<file path="src/rtl/pm_cfg_pkg.sv">
package pm_cfg_pkg;
    localparam int REG_W     = 32;
    localparam int AUTO_BIT  = 0;
    localparam int SRST_BIT  = 1;
    localparam int POL_LO    = 3;
    localparam int CACT_LO   = 8;
    localparam int FIELD_W   = 2;

    typedef enum logic [FIELD_W-1:0] {
        POL_FORCE = 2'd0,
        POL_NEVER = 2'd1,
        POL_SMART = 2'd2,
        POL_RSVD  = 2'd3
    } idle_pol_e;

    typedef struct packed {
        logic [FIELD_W-1:0] cact;
        idle_pol_e          pol;
        logic               auto_gate;
        logic               srst;
    } cfg_state_t;

    typedef struct packed {
        logic ack;
    } idle_state_t;
endpackage

</file>
<file path="src/rtl/pm_cfg_regs.sv">
module pm_cfg_regs
    import pm_cfg_pkg::*;
(
    input  logic                 clk,
    input  logic                 rst_n,
    input  logic                 cfg_wr,
    input  logic [REG_W-1:0]     cfg_wdata,
    output logic [REG_W-1:0]     cfg_rdata,
    output logic [FIELD_W-1:0]   cact,
    output idle_pol_e            pol,
    output logic                 auto_gate,
    output logic                 soft_rst
);
    cfg_state_t st_d, st_q;

    always_comb begin
        st_d      = st_q;
        st_d.srst = 1'b0;
        if (cfg_wr) begin
            st_d.cact      = cfg_wdata[CACT_LO +: FIELD_W];
            st_d.pol       = idle_pol_e'(cfg_wdata[POL_LO +: FIELD_W]);
            st_d.auto_gate = cfg_wdata[AUTO_BIT];
            st_d.srst      = cfg_wdata[SRST_BIT];
        end
    end

    always_ff @(posedge clk or negedge rst_n) begin
        if (!rst_n) begin
            st_q <= '0;
        end else begin
            st_q <= st_d;
        end
    end

    always_comb begin
        cfg_rdata                       = '0;
        cfg_rdata[CACT_LO +: FIELD_W]   = st_q.cact;
        cfg_rdata[POL_LO +: FIELD_W]    = st_q.pol;
        cfg_rdata[AUTO_BIT]             = st_q.auto_gate;
    end

    assign cact      = st_q.cact;
    assign pol       = st_q.pol;
    assign auto_gate = st_q.auto_gate;
    assign soft_rst  = st_q.srst;


    srst_pulse_chk: assert property (@(posedge clk) disable iff (!rst_n)
        (cfg_wr && cfg_wdata[SRST_BIT]) |=> soft_rst);

    srst_cause_chk: assert property (@(posedge clk) disable iff (!rst_n)
        soft_rst |-> $past(cfg_wr && cfg_wdata[SRST_BIT]));

    pol_store_chk: assert property (@(posedge clk) disable iff (!rst_n)
        cfg_wr |=> (cfg_rdata[POL_LO +: FIELD_W] == $past(cfg_wdata[POL_LO +: FIELD_W])));
endmodule

</file>
<file path="src/rtl/pm_idle_ctrl.sv">
module pm_idle_ctrl
    import pm_cfg_pkg::*;
(
    input  logic      clk,
    input  logic      rst_n,
    input  idle_pol_e pol,
    input  logic      idle_req,
    input  logic      mod_busy,
    output logic      idle_ack
);
    idle_state_t st_d, st_q;

    always_comb begin
        st_d = st_q;
        if (!idle_req) begin
            st_d.ack = 1'b0;
        end else begin
            unique case (pol)
                POL_FORCE: st_d.ack = 1'b1;
                POL_SMART: st_d.ack = !mod_busy;
                default:   st_d.ack = 1'b0;
            endcase
        end
    end

    always_ff @(posedge clk or negedge rst_n) begin
        if (!rst_n) begin
            st_q <= '0;
        end else begin
            st_q <= st_d;
        end
    end

    assign idle_ack = st_q.ack;


    force_grant_chk: assert property (@(posedge clk) disable iff (!rst_n)
        (idle_req && pol == POL_FORCE) |=> idle_ack);

    never_grant_chk: assert property (@(posedge clk) disable iff (!rst_n)
        (pol == POL_NEVER || pol == POL_RSVD) |=> !idle_ack);

    smart_busy_chk: assert property (@(posedge clk) disable iff (!rst_n)
        (pol == POL_SMART && mod_busy) |=> !idle_ack);

    ack_release_chk: assert property (@(posedge clk) disable iff (!rst_n)
        !idle_req |=> !idle_ack);
endmodule

</file>
<file path="src/rtl/pm_clk_gate.sv">
module pm_clk_gate
    import pm_cfg_pkg::*;
(
    input  logic               clk,
    input  logic               rst_n,
    input  logic               idle_ack,
    input  logic [FIELD_W-1:0] cact,
    input  logic               auto_gate,
    input  logic               port_active,
    output logic               ick_en,
    output logic               fck_en
);
    logic idle_gated;

    always_comb begin
        idle_gated = idle_ack && (cact == '0);
        fck_en     = !idle_gated;
        ick_en     = !idle_gated && (!auto_gate || port_active);
    end


    fck_off_only_idle_chk: assert property (@(posedge clk) disable iff (!rst_n)
        !fck_en |-> idle_ack);

    ick_free_chk: assert property (@(posedge clk) disable iff (!rst_n)
        (!idle_ack && !auto_gate) |-> ick_en);
endmodule

</file>
<file path="src/rtl/pm_cfg_ctrl.sv">
module pm_cfg_ctrl
    import pm_cfg_pkg::*;
(
    input  logic             clk,
    input  logic             rst_n,
    input  logic             cfg_wr,
    input  logic             cfg_rd,
    input  logic [REG_W-1:0] cfg_wdata,
    output logic [REG_W-1:0] cfg_rdata,
    input  logic             idle_req,
    input  logic             mod_busy,
    output logic             idle_ack,
    output logic             soft_rst,
    output logic             ick_en,
    output logic             fck_en
);
    logic [FIELD_W-1:0] cact;
    idle_pol_e          pol;
    logic               auto_gate;

    pm_cfg_regs u_regs (
        .clk       (clk),
        .rst_n     (rst_n),
        .cfg_wr    (cfg_wr),
        .cfg_wdata (cfg_wdata),
        .cfg_rdata (cfg_rdata),
        .cact      (cact),
        .pol       (pol),
        .auto_gate (auto_gate),
        .soft_rst  (soft_rst)
    );

    pm_idle_ctrl u_idle (
        .clk      (clk),
        .rst_n    (rst_n),
        .pol      (pol),
        .idle_req (idle_req),
        .mod_busy (mod_busy),
        .idle_ack (idle_ack)
    );

    pm_clk_gate u_gate (
        .clk         (clk),
        .rst_n       (rst_n),
        .idle_ack    (idle_ack),
        .cact        (cact),
        .auto_gate   (auto_gate),
        .port_active (cfg_wr || cfg_rd),
        .ick_en      (ick_en),
        .fck_en      (fck_en)
    );


    ack_needs_req_chk: assert property (@(posedge clk) disable iff (!rst_n)
        idle_ack |-> $past(idle_req));
endmodule

</file>
<file path="config.mk">
export PLATFORM = sky130hd
export DESIGN_NAME = pm_cfg_ctrl
export DESIGN_NICKNAME = d
export VERILOG_FILES = /design/src/rtl/pm_cfg_pkg.sv /design/src/rtl/pm_cfg_regs.sv /design/src/rtl/pm_idle_ctrl.sv /design/src/rtl/pm_clk_gate.sv /design/src/rtl/pm_cfg_ctrl.sv
export SDC_FILE = /design/constraint.sdc
export NUM_CORES = 1
export LEC_CHECK = 0
export BUFFER_PORTS_ARGS = -buffer_cell sky130_fd_sc_hd__buf_4
export CORE_MARGIN = 1
export CORE_UTILIZATION = 32
export DETAILED_ROUTE_END_ITERATION = 10
export GPL_TIMING_DRIVEN = 1
export PLACE_DENSITY = 0.92
export SLEW_MARGIN = 40
export SYNTH_ARGS = -nofsm -noshare
export SYNTH_HDL_FRONTEND = slang
export SYNTH_HIERARCHICAL = 1
export SYNTH_SLANG_ARGS = --single-unit
</file>
<file path="constraint.sdc">
create_clock -name clk -period 1.4 [get_ports clk]
set_input_delay 0.14 -clock clk [delete_from_list [all_inputs] [get_ports clk]]
set_output_delay 0.14 -clock clk [all_outputs]
set_load 0.005 [all_outputs]
</file>
==> results.yml <==
finish:
  post-route-util_pct: 39.00
  layout-drive-gt1-share_pct: 44.44
  ff_latch_area_sq_um: 175.2
  final_cell_mix: "27 x conb_1, 20 x buf_4, 7 x dfrtp_1"
  multi_input_area_sq_um: 209.0
  final_area_sq_um: 594.3
  area_growth_pct: 12.03
  final_common_cell: "conb_1"
  nNetsFinal: 111
  antenna_cells: 0
  fillers: 153
global_routing:
  grt_util_all_layers_pct: 8.962
  grt_max_degree: 8
  grt_pass1_wl_microns: 1145
  antenna_found_initial: 0
  global_route.overflow_total: 0
  grt_pass1_vias: 276
run_status:
  status: "finished clean"
route:
  drc: 0
  met3_length_microns: 110
  routedLengthMet1_microns: 258
  avgViaCountPerCell: 3.602
  wl_per_cell_microns: 8.773
  drt_pre_antenna_iters: 1
  routed-wl-met2_microns: 404
  drt_iter0_markers: 0
  routed.top_layer: "met3"
  finalWirelength_microns: 772
  ant_nets: 0
  routed-via-count: 317
cts:
  clk_pin_slew_ns: 0.05
  clockRootBuffer: "clkbuf_4"
  cts_setup_buffers: 0
  cts_resized: 0
  clock_latency_ns: 0.25
  numCtsBuffers: 3
  cts_tree: "done"
  postCtsHoldBufs: 1
  clock-sinks: 7
  ctsLongestPathBuffers: 2
  h-tree-depth: 1
setup_path:
  cp-start-kind: "register"
  required_ns: 1.26
  crit_fanout: 3
  crit_type: "reg2out"
  cp_slowest_stage_delay_ns: 0.39
  cp.arrival_ns: 1.02
  cp-end-kind: "primary output"
  cpMaxStageDelayCell: "dfrtp_1"
  cp_cell_sequence: "nor2_2, a21oi_2, buf_4"
hold_path:
  hold_path.class: "in2reg"
power_and_ir_drop:
  power_density_nw_per_um2: 899.2
  peakVddDrop_v: 0.0005140
  leakagePower_uw: 0.0003249
timing:
  rsz0062_at_grt: "false"
  finalSetupTns_ns: 0
  slew_violations: 0
  finalSetupViolations: 0
  clock-skew-final_ns: 0.001193
  fin_crit_sh_pct: 83.08
  fin_crit_ns: 1.163
  hold_viol: 0
  max_freq_mhz: 859.8
floorplanning:
  die_y_microns: 42.72
  start_util_pct: 34.81
  core.rowCount: 14
  ios: 74
  dieArea_sq_um: 1825
  die_w_microns: 42.72
  fp.coreArea_sq_um: 1524
placement:
  routabilityCongestion: 0.7112
  port_buffers: 20
  place_area_sq_um: 558.0
synthesis:
  synth.ff_latch_count: 7
  synth_seq_area_share_pct: 33.02
  synth_cell_types: 12
  synth_warnings: 6
  synthesis.area_sq_um: 530.5
  synthCells: 53
  syn_area_per_cell_sq_um: 10.01
run:
  max-cap-violations: 0
## flip-flops by register name, indices dropped and copies added (netlist names)
signal            cells
u_idle/idle_ack       1
u_regs/auto_gate      1
u_regs/cact           2
u_regs/pol            2
u_regs/soft_rst       1
## cell families (layout without fill, tap and decap cells)
kind of cell	after synthesis	count (layout)	share of synthesized area, %
AOI/OAI and AO/OA	2	2	4.009
other	1	27	0.7069
buffers and inverters	33	26	45.99
and+or+nand+nor	5	5	5.662
DFF	7	7	33.02
muxes	5	5	10.61
## worst paths after layout
kind | startpoint | end | slack, ns | cells past startpoint
max | u_regs/cact[1] | ick_en | 0.24 | 3
min | mod_busy | u_idle/idle_ack | 0.07 | 2
max reg2reg | u_regs/pol[1] | u_regs/pol[1] | 0.60 | 1
min reg2reg | u_regs/pol[0] | u_idle/idle_ack | 0.46 | 1
max in group asynchronous | rst_n | u_idle/idle_ack | 1.04 | 2
min in group asynchronous | rst_n | u_regs/auto_gate | 0.24 | 2
## cells in the mapped netlist
library cell	instances	area, sq um
dfrtp_1	7	175.2
inv_1	1	3.750
mux2_2	5	56.30
conb_1	1	3.750
a21oi_2	1	8.760
and2_2	1	7.510
nor2b_1	1	6.260
buf_4	32	240.2
nor2_2	1	6.260
a211oi_2	1	12.51
or2_1	1	6.260
nand2_1	1	3.750
## per-stage QoR
step	worst slack [ns]	hold slack (ns)	total power, uW	cells
finish	0.2369	0.06902	534.4	88
CTS	0.2250	0.06165	542.6	88
global placement	0.4575	-0.04581	347.6	83
floorplan	0.6465	-0.1556	357.1	79
global route	0.1726	0.05533	573.8	88
detailed placement	0.4623	-0.04427	352.5	83
## per-layer routing
layer / track usage (%) / up-vias
li1: - / 145
met1: 8.871 / 137
met2: 14.85 / 35
met3: 2.979 / 0
met4: 7.500 / 0
met5: 0 / -
## critical path: cells and delay by family (launching register included)
family / cells / cell delay (ns)
flip-flops: 1 / 0.39
AND/OR/NAND/NOR: 1 / 0.16
AO/OA/AOI/OAI: 1 / 0.08
buffers and inverters: 1 / 0.14
## power by group
group / leakage, uW / total [uW] / internal (uW) / switching [uW]
clock: 0.0000150 / 183 / 109 / 74.1
combinational: 0.000225 / 115 / 66.2 / 48.9
sequential: 0.0000845 / 237 / 221 / 15.6
## layout make-up
cell class / count / area share, %
Multi-Input combinational cell: 39 / 35.16
Tap cell: 16 / 3.368
Timing Repair Buffer: 21 / 26.95
Inverter: 1 / 0.6316
Sequential cell: 7 / 29.47
Clock buffer: 4 / 4.421
(Power assumes the default switching activity.)
